## src/rtl/ssadc_pkg.sv

```systemverilog
package ssadc_pkg;
  localparam int CODE_W     = 8;
  localparam int SYNC_DEPTH = 2;
  localparam int SPARE_W    = 5;

  typedef struct packed {
    logic sel;
    logic byp;
  } front_ctl_t;
endpackage

```

## src/rtl/ssadc_frame_ctr.sv

```systemverilog
module ssadc_frame_ctr #(
  parameter int W = ssadc_pkg::CODE_W
) (
  input  logic         clk,
  input  logic         rst_n,
  input  logic         sel_i,
  input  logic         byp_i,
  output logic [W-1:0] cnt_o,
  output logic         first_o,
  output logic         last_o,
  output logic         sel_o,
  output logic         byp_o
);
  localparam logic [W-1:0] LAST_CNT = '1;

  ssadc_pkg::front_ctl_t ctl_q;

  function automatic logic [W-1:0] next_count(input logic [W-1:0] c);
    return c + 1'b1;
  endfunction

  always_ff @(posedge clk or negedge rst_n) begin
    if (!rst_n) cnt_o <= '0;
    else        cnt_o <= next_count(cnt_o);
  end

  always_ff @(posedge clk or negedge rst_n) begin
    if (!rst_n)      ctl_q <= '0;
    else if (last_o) ctl_q <= '{sel: sel_i, byp: byp_i};
  end

  assign first_o = (cnt_o == '0);
  assign last_o  = (cnt_o == LAST_CNT);
  assign sel_o   = ctl_q.sel;
  assign byp_o   = ctl_q.byp;


  cnt_wrap_chk: assert property (@(posedge clk) disable iff (!rst_n)
    last_o |=> first_o);

  cnt_step_chk: assert property (@(posedge clk) disable iff (!rst_n)
    !last_o |=> (cnt_o == $past(cnt_o) + 1'b1));

  ctl_frame_stable_chk: assert property (@(posedge clk) disable iff (!rst_n)
    !first_o |-> ($stable(sel_o) && $stable(byp_o)));
endmodule

```

## src/rtl/ssadc_cmp_sync.sv

```systemverilog
module ssadc_cmp_sync #(
  parameter int DEPTH = ssadc_pkg::SYNC_DEPTH
) (
  input  logic clk,
  input  logic rst_n,
  input  logic async_i,
  output logic level_o,
  output logic rise_o
);
  logic [DEPTH-1:0] chain_q;
  logic             prev_q;

  generate
    if (DEPTH == 1) begin : g_single
      always_ff @(posedge clk or negedge rst_n) begin
        if (!rst_n) chain_q <= '0;
        else        chain_q <= async_i;
      end
    end else begin : g_multi
      always_ff @(posedge clk or negedge rst_n) begin
        if (!rst_n) chain_q <= '0;
        else        chain_q <= {chain_q[DEPTH-2:0], async_i};
      end
    end
  endgenerate

  always_ff @(posedge clk or negedge rst_n) begin
    if (!rst_n) prev_q <= 1'b0;
    else        prev_q <= chain_q[DEPTH-1];
  end

  assign level_o = chain_q[DEPTH-1];
  assign rise_o  = level_o & ~prev_q;


  rise_follows_low_chk: assert property (@(posedge clk) disable iff (!rst_n)
    rise_o |=> !rise_o);
endmodule

```

## src/rtl/ssadc_capture.sv

```systemverilog
module ssadc_capture #(
  parameter int W = ssadc_pkg::CODE_W
) (
  input  logic         clk,
  input  logic         rst_n,
  input  logic [W-1:0] cnt_i,
  input  logic         first_i,
  input  logic         last_i,
  input  logic         rise_i,
  output logic [W-1:0] code_o,
  output logic         valid_o
);
  logic         got_q;
  logic [W-1:0] held_q;

  function automatic logic [W-1:0] frame_code(input logic hit, input logic [W-1:0] held);
    return hit ? held : {W{1'b1}};
  endfunction

  always_ff @(posedge clk or negedge rst_n) begin
    if (!rst_n) begin
      got_q  <= 1'b0;
      held_q <= '0;
    end else if (last_i) begin
      got_q  <= 1'b0;
    end else if (rise_i && !got_q) begin
      got_q  <= 1'b1;
      held_q <= cnt_i;
    end
  end

  always_ff @(posedge clk or negedge rst_n) begin
    if (!rst_n) begin
      code_o  <= '0;
      valid_o <= 1'b0;
    end else begin
      valid_o <= last_i;
      if (last_i) code_o <= frame_code(got_q, held_q);
    end
  end


  first_edge_capture_chk: assert property (@(posedge clk) disable iff (!rst_n)
    (rise_i && !got_q && !last_i) |=> (got_q && held_q == $past(cnt_i)));

  later_edge_ignored_chk: assert property (@(posedge clk) disable iff (!rst_n)
    (got_q && !last_i) |=> $stable(held_q));

  code_hold_chk: assert property (@(posedge clk) disable iff (!rst_n)
    !valid_o |-> $stable(code_o));

  valid_width_chk: assert property (@(posedge clk) disable iff (!rst_n)
    valid_o |=> !valid_o);

  valid_at_frame_start_chk: assert property (@(posedge clk) disable iff (!rst_n)
    valid_o |-> first_i);
endmodule

```

## src/rtl/ssadc_seq.sv

```systemverilog
module ssadc_seq #(
  parameter int CODE_W     = ssadc_pkg::CODE_W,
  parameter int SYNC_DEPTH = ssadc_pkg::SYNC_DEPTH,
  parameter int SPARE_W    = ssadc_pkg::SPARE_W
) (
  input  logic              clk,
  input  logic              rst_n,
  input  logic              ch_sel_i,
  input  logic              sh_bypass_i,
  input  logic              cmp_i,
  output logic [CODE_W-1:0] code_o,
  output logic              valid_o,
  output logic              cmp_obs_o,
  output logic              ramp_rst_o,
  output logic              ch_sel_o,
  output logic              sh_bypass_o,
  output logic              sh_hold_o,
  output logic [SPARE_W-1:0] spare_o
);
  logic [CODE_W-1:0] frame_cnt;
  logic              frame_first;
  logic              frame_last;
  logic              cmp_level;
  logic              cmp_rise;

  ssadc_frame_ctr #(.W(CODE_W)) u_ctr (
    .clk     (clk),
    .rst_n   (rst_n),
    .sel_i   (ch_sel_i),
    .byp_i   (sh_bypass_i),
    .cnt_o   (frame_cnt),
    .first_o (frame_first),
    .last_o  (frame_last),
    .sel_o   (ch_sel_o),
    .byp_o   (sh_bypass_o)
  );

  ssadc_cmp_sync #(.DEPTH(SYNC_DEPTH)) u_sync (
    .clk     (clk),
    .rst_n   (rst_n),
    .async_i (cmp_i),
    .level_o (cmp_level),
    .rise_o  (cmp_rise)
  );

  ssadc_capture #(.W(CODE_W)) u_cap (
    .clk     (clk),
    .rst_n   (rst_n),
    .cnt_i   (frame_cnt),
    .first_i (frame_first),
    .last_i  (frame_last),
    .rise_i  (cmp_rise),
    .code_o  (code_o),
    .valid_o (valid_o)
  );

  assign ramp_rst_o = frame_first;
  assign sh_hold_o  = ~sh_bypass_o & ~frame_first;
  assign cmp_obs_o  = cmp_level;
  assign spare_o    = '1;


  hold_only_when_sampling_chk: assert property (@(posedge clk) disable iff (!rst_n)
    sh_hold_o |-> (!sh_bypass_o && !ramp_rst_o));

  ramp_rst_single_chk: assert property (@(posedge clk) disable iff (!rst_n)
    ramp_rst_o |=> !ramp_rst_o);
endmodule

```

## config.mk

```make
export PLATFORM = sky130hd
export DESIGN_NAME = ssadc_seq
export DESIGN_NICKNAME = d
export VERILOG_FILES = /design/src/rtl/ssadc_pkg.sv /design/src/rtl/ssadc_frame_ctr.sv /design/src/rtl/ssadc_cmp_sync.sv /design/src/rtl/ssadc_capture.sv /design/src/rtl/ssadc_seq.sv
export SDC_FILE = /design/constraint.sdc
export NUM_CORES = 1
export LEC_CHECK = 0
export BUFFER_PORTS_ARGS = -buffer_cell sky130_fd_sc_hd__buf_4
export CAP_MARGIN = 20
export CORE_MARGIN = 8
export CORE_UTILIZATION = 25
export DETAILED_ROUTE_END_ITERATION = 10
export PLACE_DENSITY = 0.45
export RECOVER_POWER = 50
export SLEW_MARGIN = 15
export SYNTH_ARGS = -nofsm -noshare
export SYNTH_HDL_FRONTEND = slang
export SYNTH_SLANG_ARGS = --single-unit
export TNS_END_PERCENT = 20
```

## constraint.sdc

```tcl
create_clock -name clk -period 1.67 [get_ports clk]
set_input_delay 0.334 -clock clk [delete_from_list [all_inputs] [get_ports clk]]
set_output_delay 0.334 -clock clk [all_outputs]
set_load 0.02 [all_outputs]
```

* After elaboration in Yosys (flattened, before gate mapping)
Cells that the tools add are included.
Storage, ports and cells: register bits 31, output and inout bits 19, memories kept 0, input port bits 5, memory bits (read-only) 0, RAM bits 0, logic and storage cells 25, bits in latches 0
Cells by class: $lt $le $gt $ge 0, reductions and logical operators 5, shift-type cells 0, multiplexer cells 3, $mul 0, add/sub/neg operators 1, divide/modulo/power cells 0, bitwise gates (word level) 6, equal/unequal tests 1
Operators by type and width (count):
- 8-bit by 1-bit adder with 8-bit output (second input constant) | 1
- 8-bit == test (second input constant) | 1
- 8-bit logical NOT | 1
- 8-bit 2-to-1 mux | 1
- 1-bit inverter | 4
- 1-bit bitwise AND | 2
- 1-bit 2-to-1 mux | 2
- 2-bit AND reduction | 1
- 2-bit nonzero test | 1
- 1-bit logical AND | 1
- 1-bit logical NOT | 1

* Depth between registers and ports, before layout
Gate-level depths: netlist of the first run.
depth in word-level cells 5, mapped depth 6, mapped depth without buffers 5

* By module
A second synthesis of the first run with hierarchy kept.
Second synthesis, totals: cells, all modules 99, area total of the unflattened synthesis 1298.7 µm²
Modules (own cells, without submodules):
- ssadc_capture | sequential area each 450.4 µm², area an instance 693.2 µm², instances 1, cells each 53
- ssadc_frame_ctr | sequential area each 250.2 µm², area an instance 471.7 µm², instances 1, cells each 35
- ssadc_cmp_sync | sequential area each 75.1 µm², area an instance 88.8 µm², instances 1, cells each 4
- ssadc_seq | sequential area each 0.0 µm², area an instance 45.0 µm², instances 1, cells each 7

* Least setup slack after synthesis of the first run
OpenSTA, ideal clock, no wires.
path kind reg-to-output, from reg u_ctr.cnt_o[0], to out sh_hold_o, buffers on the path 0, stages on the path, launching flop included 6, arrival time 1566 ps, data required time 1336 ps, setup slack -230 ps, path through dfrtp_1 inv_1 ha_1 or4b_4 nor4_4 nor2_1
Between the ends: word-level cells in the longest chain between the ends 3
Ends and longest elaborated chain:
- start, declared | line ssadc_frame_ctr.sv:8 | output logic [W-1:0] cnt_o,
- start signal, assigned | line ssadc_frame_ctr.sv:24 | else cnt_o <= next_count(cnt_o);
- 8-bit logical NOT | line ssadc_frame_ctr.sv:32 | assign first_o = (cnt_o == '0);
- via ramp_rst_o | line ssadc_seq.sv:14 | output logic ramp_rst_o,
- 1-bit inverter | line ssadc_seq.sv:58 | assign sh_hold_o = ~sh_bypass_o & ~frame_first;
- 1-bit bitwise AND | line ssadc_seq.sv:58
- end, declared | line ssadc_seq.sv:17 | output logic sh_hold_o,
The timed path passes the listed nets, and every way through them passes these cells.

* Final worst setup path of the first run
from reg u_ctr.cnt_o[0], to out sh_hold_o
Between the ends: word-level cells in the longest chain between the ends 3
Ends and longest elaborated chain (line):
- 8-bit logical NOT | ssadc_frame_ctr.sv:32
- 1-bit inverter | ssadc_seq.sv:58
- 1-bit bitwise AND | ssadc_seq.sv:58
No other way between the ends.

==> metrics.md, run 1 <==
| Metric | Value |
|---|---|
| Max_cap viols | `0` |
| IO Port Bufs | `18` |
| Full die area | `between 7000 and 8000 sq um` |
| Final Max Slew Viols | `0` |
| Failing checks | `setup timing` |
| Register-to-Register Path Depth | `6` |
| DR DRC count | `0` |
| Final worst slack | `-0.3987 ns` |
| Post-synth EDFFs | `0` |
| Top cells by area, synth | `dfrtp_1, a31oi_1, a21oi_1` |
| Primary FF master, synth | `dfrtp_1` |
| Most common cell in the netlist | `dfrtp_1` |
| Power per standard cell area | `~860 nW/um^2` |
| RSZ-0062 raised after global routing | `yes` |
| Routed WL per cell | `around 14 microns` |
| Detailed placer's ending HPWL | `2085 microns` |
| H-tree lvl count | `2` |
| Dpl ws | `-0.1339 ns` |
| GPL Wtd Cong | `0.7184` |
| P_leak | `0.8326 nW` |
| Crit Path Category | `reg -> out` |
| Largest net degree at the start of global routing | `32` |
| Slowest-stage cell, CP | `or4b_4` |
| Gr usage total | `~8%` |
| Arrival time at the worst endpoint | `about 1.7 ns` |
| CP bufs+invs | `2` |
| DR iter-0 viols | `33` |
| Maximum fanout along the worst path | `2` |
| Worst Skew | `between 0.005 and 0.006 ns` |
| Chip Width | `approximately 89 microns` |
| Critical path depth in cells | `6` |
| Clock slew at reported path FFs | `~0.060 ns` |
| Synth top area share | `just under 60%` |
| Setup violations, final | `2` |
| Dpl cells | `approximately 210` |
| I/O pins | `24` |
| Fmax | `about 480 MHz` |
| Worst hold path type | `in -> reg` |
| Non-filler cells, final | `between 200 and 250` |
| Post-Syn Instances | `113` |
| Diodes inserted | `0` |
| Post-synthesis sequential area ratio | `between 50% and 60%` |
| CP required | `1.34 ns` |
| Root Buffer | `clkbuf_8` |
| Ys async rst share | `100.0%` |
| WL final | `about 3000 microns` |
| Crit path cell chain | `inv_2 -> ha_1 -> or4b_4 -> nor4_4 -> nor2_1 -> buf_4` |
| Avg Synthesized Cell Area | `around 12 sq um` |
| #FFs+latches synth | `31` |
| Setup crit end kind | `primary output` |
| Antenna-violating nets left | `0` |
| Max incr delay on CP | `0.47 ns` |
| CP top delay family | `simple AND/OR/NAND/NOR gates` |
| Max VDD drop | `359.4 uV` |
| Via-to-Cell Ratio | `~4.4` |
| Initial Utilization | `roughly a quarter` |
| Fin crit period | `around 2.1 ns` |
| Fin nets | `151` |
| Status | `finished, violations left` |
| First-pass GRT wire length | `between 4000 and 5000 microns` |
| Initial antenna violation count | `0` |
| Die Y | `between 80 and 90 microns` |
| Grt ovf | `0` |
| Nature of the critical path startpoint | `flop` |
| Sink Count | `31` |
| Area growth syn-to-layout | `28.33%` |
| Core Area | `between 5000 and 6000 sq um` |
| Inserted Clock Buffers | `5` |
| Top cell types by occurrence after synthesis | `dfrtp_1, a31oi_1, inv_1` |
| Worst skew pair latency | `around 0.28 ns` |
| Layout cells sized above 1 | `39.58%` |
| Vias in the first global route | `about 1000` |
| Dominant cell type by area after synthesis | `dfrtp_1` |
| 1st-pass router iterations | `4` |
| Period utilization | `123.9%` |
| Hold Path Depth | `1` |
| Yosys warns | `0` |
| CTS tree | `built` |
| Clk buf depth | `2` |
| Post-Syn Area | `1343 sq um` |
| Synth cell types | `26` |
| Via count | `947` |
| Final hold vios | `0` |
| Rows | `26` |
## metrics by stage
stage	utilization, %	power [mW]	TNS, ns	hold slack, ns	area (sq um)
2_1_floorplan	-	0.8747	-0.2639	0.03841	1358
3_3_place_gp	30.94	0.8989	-0.1376	0.2869	1590
3_5_place_dp	30.94	0.9016	-0.2382	0.2949	1590
4_1_cts	32.84	1.501	-0.8287	0.1492	1688
5_1_grt	33.52	1.541	-0.9484	0.1718	1723
6_report	33.52	1.480	-0.7608	0.1819	1723
## cells by family (layout without fill, tap and decap cells)
kind of cell | after synthesis | in the layout | share of synthesized area, %
buf+inv | 25 | 52 | 10.16
flops | 31 | 31 | 57.78
simple gates | 15 | 15 | 8.482
fa+ha+maj | 2 | 2 | 1.864
mux | 4 | 4 | 3.169
xor+xnor | 6 | 6 | 3.914
other cells | 1 | 5 | 0.2793
compound gates | 29 | 29 | 14.35
## timing repair
item | CTS | global route
setup endpoints to repair | 2 | 13
pin swaps | 0 | 3
resized for setup | 1 | 8
gates cloned | 0 | 0
setup buffers | 0 | 1
endpoints found under the hold margin | 31 | 0
hold buffers | 1 | 0
## sequential cells by signal (all words and copies together) (netlist names)
name and flops:
u_sync.prev_q 1, u_cap.code_o 8, u_ctr.sel_o 1, u_ctr.cnt_o 8, u_cap.valid_o 1, u_sync.chain_q 2
u_ctr.byp_o 1, u_cap.held_q 8, u_cap.got_q 1
## routing by layer
metal,vias up,share of wire [%],global-route usage [%]
li1,444,-,-
met1,470,48,10.26
met2,24,43,12.05
met3,9,7.0,3.217
met4,0,1.9,4.079
met5,-,0,0
## cell type report
class / instances / area (sq um)
inverters: 11 / 41.29
repair buffers: 34 / 265.3
well taps: 70 / 87.58
flip-flops and latches: 31 / 775.7
fillers: 556 / 3417
multi-input cells: 61 / 465.4
clock inverters: 1 / 5.005
clock buffers: 6 / 82.58
## where the power goes
part	switching, mW	internal [mW]	leakage (nW)	total, mW
logic	0.0481	0.0342	0.394	0.0823
clock network	0.270	0.323	0.0470	0.593
registers	0.0168	0.788	0.392	0.805
total	0.335	1.15	0.833	1.48
## layout by cell type (no fill, tap or decap), types with 4 or more instances in the layout
cell type / instances
dfrtp_1: 31
a31oi_1: 11
buf_4: 30
nand3_1: 4
xnor2_1: 5
a21oi_1: 10
o22a_2: 5
inv_1: 9
conb_1: 5
clkbuf_8: 6
## worst paths after layout
kind / startpoint / end / slack [ns]
max in group asynchronous: rst_n / u_cap.held_q[3]$_DFFE_PN0P_ / 0.87
hold / removal: cmp_i / u_sync.chain_q[0]$_DFF_PN0_ / 0.18
setup reg to reg: u_ctr.cnt_o[0]$_DFF_PN0_ / u_ctr.sel_o$_DFFE_PN0N_ / 0.06
setup / recovery: u_ctr.cnt_o[0]$_DFF_PN0_ / sh_hold_o / -0.40
min in group asynchronous: rst_n / u_ctr.cnt_o[2]$_DFF_PN0_ / 0.52
hold reg to reg: u_sync.chain_q[0]$_DFF_PN0_ / u_sync.chain_q[1]$_DFF_PN0_ / 0.35
No activity file was read; power rests on OpenSTA's default activity.
==> inputs of run 2 (changes only) <==
==> constraint.sdc (replaced) <==
create_clock -name clk -period 2.3 [get_ports clk]
set_input_delay 0.46 -clock clk [delete_from_list [all_inputs] [get_ports clk]]
set_output_delay 0.46 -clock clk [all_outputs]
set_load 0.02 [all_outputs]
==> run 2 against run 1 <==
The flow finishes with violations (capacitance limit, slew limit). Clock-buffer cell count rose by 1. Clock skew fell by 0.0016 ns. Global-route usage fell by 0.25 points. Sequential share of layout area rose by 3.7 points. Critical path depth did not move. Wire length fell by 4.5%. Non-clock buffer count fell by 12. Sequential power fell by 27%. Setup slack improved by 0.47 ns.
==> metrics.md, run 2 (synthesized netlist as in run 1, its figures left out) <==
| Metric | Value |
|---|---|
| Fin crit period | `about 2.2 ns` |
| Fill count | `559 (was 556)` |
| H-tree lvl count | `2 (unchanged)` |
| Via-to-Cell Ratio | `4.360 (was 4.425)` |
| Slowest-stage cell, CP | `or4b_4 (unchanged)` |
| P_leak | `0.7610 nW (was 0.8326 nW)` |
| Grt met3 use | `3.768% (was 3.217%)` |
| DR iter-0 viols | `46 (was 33)` |
| Setup crit end kind | `primary output (unchanged)` |
| Worst skew pair latency | `0.28 ns (about the same)` |
| Hold-fix buffers at CTS | `0 (was 1)` |
| Met1 Use GR | `9.662% (was 10.26%)` |
| First-pass GRT wire length | `4726 microns (was 4961 microns)` |
| CP bufs+invs | `2 (unchanged)` |
| FF-to-FF Start | `u_ctr.cnt_o[0]$_DFF_PN0_ (unchanged)` |
| Clock slew at reported path FFs | `0.06 ns (about the same)` |
| Area growth syn-to-layout | `18.64% (was 28.33%)` |
| Antenna-violating nets left | `0 (unchanged)` |
| Commonest non-fill, non-tap cell in the layout | `dfrtp_1 (unchanged)` |
| Final TNS setup | `0 ns (was -0.7608 ns)` |
| DR DRC count | `0 (unchanged)` |
| Layout cells sized above 1 | `30.08% (was 39.58%)` |
| Arrival time at the worst endpoint | `1.77 ns (was 1.73 ns)` |
| Status | `finished, violations left (unchanged)` |
| Hold_sp | `cmp_i (unchanged)` |
| Failing checks | `capacitance limit, slew limit (was setup timing)` |
| Power per standard cell area | `655.6 nW/um^2 (was 859.1 nW/um^2)` |
| Clk buf depth | `2 (unchanged)` |
| Worst Setup SP | `u_ctr.cnt_o[1]$_DFF_PN0_ (was u_ctr.cnt_o[0]$_DFF_PN0_)` |
| I/O pins | `24 (unchanged)` |
| CP required | `1.84 ns (was 1.34 ns)` |
| Period utilization | `between 90 and 100%` |
| Core Area | `5140 sq um (unchanged)` |
| Crit Path Category | `reg -> out (unchanged)` |
| Max_cap viols | `1 (was 0)` |
| Fin nets | `139 (was 151)` |
| Die Y | `89.28 microns (unchanged)` |
| Sink Count | `31 (unchanged)` |
| Post-DP Area | `1508 sq um (was 1590 sq um)` |
| Gr usage total | `7.983% (was 8.233%)` |
| CP top delay family | `simple AND/OR/NAND/NOR gates (unchanged)` |
| Fmax | `between 400 and 500 MHz` |
| WL final | `2864 microns (was 2998 microns)` |
| Vias in the first global route | `934 (was 1030)` |
| Final Max Slew Viols | `32 (was 0)` |
| Most used routing layer | `met2 (unchanged)` |
| GPL Wtd Cong | `0.7946 (was 0.7184)` |
| Rows | `26 (unchanged)` |
| Routed WL per cell | `14.11 microns (was 14.01 microns)` |
| Initial antenna violation count | `0 (unchanged)` |
| Max VDD drop | `322.1 uV (was 359.4 uV)` |
| Post-route cell area | `1593 sq um (was 1723 sq um)` |
| Setup violations, final | `0 (was 2)` |
| Diodes inserted | `0 (unchanged)` |
| Via count | `885 (was 947)` |
| Chip Width | `89.28 microns (unchanged)` |
| Final core occ | `30.99% (was 33.52%)` |
| Biggest regs | `u_cap.code_o: 8 flops, u_cap.held_q: 8 flops, u_ctr.cnt_o: 8 flops (unchanged)` |
| Most frequent cells in the layout | `dfrtp_1, buf_4, a31oi_1 (unchanged)` |
| Nature of the critical path startpoint | `flop (unchanged)` |
| Root Buffer | `clkbuf_8 (unchanged)` |
| Maximum fanout along the worst path | `5 (was 2)` |
| Initial Utilization | `26.12% (unchanged)` |
| CTS tree | `built (unchanged)` |
| Grt ovf | `0 (unchanged)` |
| Detailed placer's ending HPWL | `2006 microns (was 2085 microns)` |
| Rel. slew slack | `-11.65%` |
| Worst hold path type | `in -> reg (unchanged)` |
| Worst Skew | `0.003574 ns (was 0.005140 ns)` |
| Inserted Clock Buffers | `5 (unchanged)` |
| Full die area | `7971 sq um (unchanged)` |
| 1st-pass router iterations | `4 (unchanged)` |
| Met2 usage | `11.78% (was 12.05%)` |
| Max incr delay on CP | `0.46 ns (was 0.47 ns)` |
| Largest net degree at the start of global routing | `32 (unchanged)` |
| Final hold vios | `0 (unchanged)` |
| Crit path cell chain | `inv_2 -> ha_1 -> or4b_4 -> nor4_4 -> nor2_1 -> buf_4 (unchanged)` |
| RSZ-0062 raised after global routing | `yes (unchanged)` |
| Worst Tran Pin Value | `between 1.5 and 2 ns` |
| IO Port Bufs | `18 (unchanged)` |
[run 2: cell count changes in the layout (fill, tap and decap cells not counted), sizes merged]
cell	before	now
clkbuf	7	9
dlygate4sd3	1	0
buf	32	20
[run 2: final cells by class]
class	instances	area, sq um	area share [%]
sequential	31	775.7	48.70
clock buffer	7	76.32	4.792
clock inverter	1	5.005	0.3142
multi-input combinational	61	445.4	27.97
tap	70	87.58	5.499
timing repair buffer	22	161.4	10.13
inverter	11	41.29	2.592
[run 2: path summary, 6_finish.rpt]
| kind | end | slack (ns) | cells past startpoint |
|---|---|---|---|
| setup reg to reg | u_ctr.sel_o$_DFFE_PN0N_ | 0.42 | 5 |
| setup / recovery | sh_hold_o | 0.07 | 6 |
| max in group asynchronous | u_cap.got_q$_DFFE_PN0P_ | 0.72 | 1 |
| min in group asynchronous | u_cap.held_q[0]$_DFFE_PN0P_ | 0.60 | 1 |
| hold reg to reg | u_sync.chain_q[1]$_DFF_PN0_ | 0.36 | 0 |
| hold / removal | u_sync.chain_q[0]$_DFF_PN0_ | 0.31 | 1 |
[run 2: worst register-to-register path, delay by kind of cell, from the launching register on]
| kind | cells | cell delay [ns] |
|---|---|---|
| and+or+nand+nor | 2 | 0.61 |
| DFF | 1 | 0.37 |
| muxes | 1 | 0.35 |
| adders and majority gates | 1 | 0.31 |
| buffers and inverters | 1 | 0.13 |
[run 2: what timing repair did]
action | CTS | global route
cloned | 0 | 0
buffers inserted | 1 | 0
pin swaps | 0 | 0
resized for setup | 0 | 2
endpoints found under the setup margin | 1 | 2
[run 2: routing by layer]
layer | share of wire (%) | vias up
met5 | 0 | -
met4 | 1.9 | 0
met3 | 7.5 | 9
met2 | 43 | 30
met1 | 47 | 426
li1 | - | 420
[run 2: per-stage QoR]
step | setup WS, ns | power, mW | std cells | hold slack (ns)
4_1_cts | 0.02120 | 1.068 | 203 | 0.1084
6_report | 0.07310 | 1.044 | 203 | 0.3098
2_1_floorplan | 0.2740 | 0.6351 | 117 | 0.1644
5_1_grt | -0.03645 | 1.102 | 203 | 0.2960
3_3_place_gp | 0.3458 | 0.6540 | 194 | 0.3374
3_5_place_dp | 0.3000 | 0.6555 | 194 | 0.3485
[run 2: power breakdown]
| group | internal (mW) | switching, mW | total, mW |
|---|---|---|---|
| Clock | 0.212 | 0.189 | 0.401 |
| Sequential | 0.573 | 0.0121 | 0.585 |
| Combinational | 0.0232 | 0.0351 | 0.0583 |
| Total | 0.808 | 0.237 | 1.04 |
==> inputs of run 3 (changes only) <==
--- a/config.mk
+++ b/config.mk
@@ -5,6 +5,7 @@
 export SDC_FILE = /design/constraint.sdc
 export NUM_CORES = 1
 export LEC_CHECK = 0
+export ABC_AREA = 1
 export BUFFER_PORTS_ARGS = -buffer_cell sky130_fd_sc_hd__buf_4
 export CAP_MARGIN = 20
 export CORE_MARGIN = 8
==> run 3 against run 2 <==
The run still ends with capacitance limit, slew limit left. Synthesized area shrank 2.1%. Sequential share of layout area down 0.45 points. Critical endpoint unchanged. Via count grew 2.4%. Largest power group unchanged. Largest cell class unchanged. Fmax is 20% higher. Highest routed layer unchanged.
==> metrics.md, run 3 <==
| Metric | Value |
|---|---|
| Status | `finished, violations left (unchanged)` |
| Failing checks | `capacitance limit, slew limit (unchanged)` |
| I/O pins | `24 (unchanged)` |
| IO Port Bufs | `18 (unchanged)` |
| P_leak | `0.8456 nW (was 0.7610 nW)` |
| Max VDD drop | `259.6 uV (was 322.1 uV)` |
| Synth cell types | `16 (was 26)` |
| Biggest regs | `u_cap.code_o: 8 flops, u_cap.held_q: 8 flops, u_ctr.cnt_o: 8 flops (unchanged)` |
| Hold Path Depth | `1 (unchanged)` |
| Worst Skew | `0.005374 ns (was 0.003574 ns)` |
| Setup Fix Bufs, Post-CTS | `0 (was 1)` |
| DR DRC count | `0 (unchanged)` |
| Maximum fanout along the worst path | `5 (unchanged)` |
| Max_cap viols | `1 (unchanged)` |
| Fin crit period | `1.858 ns (was 2.227 ns)` |
| Most common cell in the netlist | `nand2_1 (was dfrtp_1)` |
| Primary FF master, synth | `dfrtp_1 (unchanged)` |
| Flop pwr share | `48.7% (was 56.0%)` |
| Dominant cell type by area after synthesis | `dfrtp_1 (unchanged)` |
| Diodes inserted | `0 (unchanged)` |
| Grt ovf | `0 (unchanged)` |
| Core Area | `5075 sq um (was 5140 sq um)` |
| Largest net degree at the start of global routing | `32 (unchanged)` |
| Routed WL per cell | `10.67 microns (was 14.11 microns)` |
| GPL Wtd Cong | `0.7062 (was 0.7946)` |
| Final hold vios | `0 (unchanged)` |
| Rows | `26 (unchanged)` |
| Via count | `906 (was 885)` |
| 1st-pass router iterations | `4 (unchanged)` |
| WL final | `2485 microns (was 2864 microns)` |
| Post_cts resized | `0 (unchanged)` |
| Via-to-Cell Ratio | `3.888 (was 4.360)` |
| Root Buffer | `clkbuf_8 (unchanged)` |
| Arrival time at the worst endpoint | `1.40 ns (was 1.77 ns)` |
| Vias in the first global route | `951 (was 934)` |
| Clk pwr share | `45.5% (was 38.4%)` |
| Nature of the critical path startpoint | `flop (unchanged)` |
| Detailed placer's ending HPWL | `1754 microns (was 2006 microns)` |
| Antenna-violating nets left | `0 (unchanged)` |
| Sink Count | `31 (unchanged)` |
| Most frequent cells in the layout | `nand2_1, dfrtp_1, nor2_1, buf_4, nand3_1 (was dfrtp_1, buf_4, a31oi_1)` |
| CTS tree | `built (unchanged)` |
| Total power | `1.213 mW (was 1.044 mW)` |
| Final core occ | `31.68% (was 30.99%)` |
| Rel. slew slack | `-9.808% (was -11.65%)` |
| Fmax | `538.3 MHz (was 449.1 MHz)` |
| FF-to-FF setup slack | `0.81 ns (was 0.42 ns)` |
| Clock slew at reported path FFs | `0.07 ns (was 0.06 ns)` |
| Setup violations, final | `0 (unchanged)` |
| Worst Tran Pin Value | `1.647 ns (was 1.675 ns)` |
| Area growth syn-to-layout | `22.38% (was 18.64%)` |
| Inserted Clock Buffers | `5 (unchanged)` |
| Post-Syn Instances | `140 (was 113)` |
| Hold_sp | `cmp_i (unchanged)` |
| Worst hold path type | `in -> reg (unchanged)` |
| Worst r2r dst | `u_cap.held_q[5]$_DFFE_PN0P_ (was u_ctr.sel_o$_DFFE_PN0N_)` |
| Combinational power share | `5.8% (was 5.6%)` |
| Post-Syn Area | `1314 sq um (was 1343 sq um)` |
| Clk buf depth | `2 (unchanged)` |
| Avg Synthesized Cell Area | `9.384 sq um (was 11.88 sq um)` |
| Worst skew pair latency | `0.28 ns (about the same)` |
| Most Frequent Cell on Critical Path | `nor2_1` |
| Top cell types by occurrence after synthesis | `nand2_1, dfrtp_1, nor2_1 (was dfrtp_1, a31oi_1, inv_1)` |
| Full die area | `7830 sq um (was 7971 sq um)` |
| Fill count | `562 (was 559)` |
| Max incr delay on CP | `0.43 ns (was 0.46 ns)` |
| Synth top area share | `59.05% (was 57.78%)` |
| Crit path cell chain | `inv_1 -> ha_1 -> nand2_1 -> nor2_1 -> nor2_1 -> buf_4 (was inv_2 -> ha_1 -> or4b_4 -> nor4_4 -> nor2_1 -> buf_4)` |
| Top cells by area, synth | `dfrtp_1, nand2_1, nor2_1 (was dfrtp_1, a31oi_1, a21oi_1)` |
| Die Y | `88.49 microns (was 89.28 microns)` |
| Post-synthesis sequential area ratio | `59.05% (was 57.78%)` |
| Final TNS setup | `0 ns (unchanged)` |
| DR iter-0 viols | `40 (was 46)` |
| Ys async rst share | `100.0% (unchanged)` |
| Crit Path Category | `reg -> out (unchanged)` |
| RSZ-0062 raised after global routing | `no (was yes)` |
| H-tree lvl count | `2 (unchanged)` |
| Chip Width | `88.49 microns (was 89.28 microns)` |
| Fin nets | `169 (was 139)` |
| Gr usage total | `7.288% (was 7.983%)` |
| Sw Share | `21.81% (was 22.66%)` |
| Final Max Slew Viols | `32 (unchanged)` |
| Switch Pwr | `264.5 uW (was 236.7 uW)` |
| Commonest non-fill, non-tap cell in the layout | `nand2_1 (was dfrtp_1)` |
| CP required | `1.84 ns (about the same)` |
| Hold-fix buffers at CTS | `0 (unchanged)` |
| Period utilization | `80.76% (was 96.82%)` |
| Initial Utilization | `25.89% (was 26.12%)` |
| Setup crit end kind | `primary output (unchanged)` |
| Layout cells sized above 1 | `17.18% (was 30.08%)` |
| Power per standard cell area | `754.5 nW/um^2 (was 655.6 nW/um^2)` |
| Post-synth EDFFs | `0 (unchanged)` |
| Worst Hold End | `u_sync.chain_q[0]$_DFF_PN0_ (unchanged)` |
| Register-to-Register Path Depth | `8 (was 5)` |
| FF-to-FF Start | `u_ctr.cnt_o[0]$_DFF_PN0_ (unchanged)` |
| Initial antenna violation count | `0 (unchanged)` |
| Slowest-stage cell, CP | `dfrtp_1 (was or4b_4)` |
| First-pass GRT wire length | `4381 microns (was 4726 microns)` |
| #FFs+latches synth | `31 (unchanged)` |
| Yosys warns | `0 (unchanged)` |
| Internal | `948.5 uW (was 807.6 uW)` |
run 3: critical path, delay by kind of cell (launching register included):
kind	cells	cell delay, ns
flip-flops	1	0.43
buffers and inverters	2	0.27
AND/OR/NAND/NOR	3	0.25
adder cells (fa/ha/maj)	1	0.16
run 3: cell families after synthesis:
group                    Yosys count  share of synthesized area (%)
flip-flops                        31                          59.05
AO/OA/AOI/OAI                      9                          3.619
other                              1                         0.2854
XOR/XNOR                           4                          2.666
AND/OR/NAND/NOR                   75                          24.67
buffers and inverters             18                          7.810
adder cells (fa/ha/maj)            2                          1.904
run 3: final cells by class:
class                   count  area [sq um]  share of cell area, %
clock inverters             2         35.03                  2.179
clock buffers               6         82.58                  5.136
well taps                  70         87.58                  5.447
inverters                  10         37.54                  2.335
repair buffers             19         138.9                  8.638
multi-input cells          95         450.4                  28.02
flip-flops and latches     31         775.7                  48.25
run 3: how the worst max path moves through the flow:
stage	startpoint	to	cells after the start
2_1_floorplan	u_ctr.cnt_o[0]$_DFF_PN0_	sh_hold_o	5
3_3_place_gp	u_ctr.cnt_o[0]$_DFF_PN0_	sh_hold_o	6
3_5_place_dp	u_ctr.cnt_o[0]$_DFF_PN0_	sh_hold_o	6
4_1_cts	u_ctr.cnt_o[0]$_DFF_PN0_	sh_hold_o	6
5_1_grt	u_ctr.cnt_o[0]$_DFF_PN0_	sh_hold_o	6
6_report	u_ctr.cnt_o[0]$_DFF_PN0_	sh_hold_o	6
run 3: metal layers:
layer  share of wire (%)  track usage, %  up-vias
met2                  43           10.79       19
li1                    -               -      472
met4                 2.1           3.687        0
met1                  48           8.710      408
met5                   0               0        -
met3                 6.7           3.250        7
run 3: power by group through the flow:
stage | Clock (mW) | Combinational (mW) | Sequential, mW
after floorplan | 0 | 0.0534 | 0.598
after global placement | 0 | 0.0727 | 0.600
after detailed placement | 0 | 0.0734 | 0.600
after CTS | 0.573 | 0.0737 | 0.590
after global routing | 0.594 | 0.0853 | 0.594
final | 0.552 | 0.0703 | 0.590
run 3: per-stage QoR:
stage          hold slack, ns  setup slack [ns]  instances  cell area [sq um]
3_5_place_dp           0.3379            0.7541        225               1494
4_1_cts                0.1089            0.3970        233               1612
2_1_floorplan          0.1644            0.6498        144               1329
6_report               0.3036            0.4424        233               1608
5_1_grt                0.2942            0.3477        233               1608
3_3_place_gp           0.3326            0.8128        225               1494
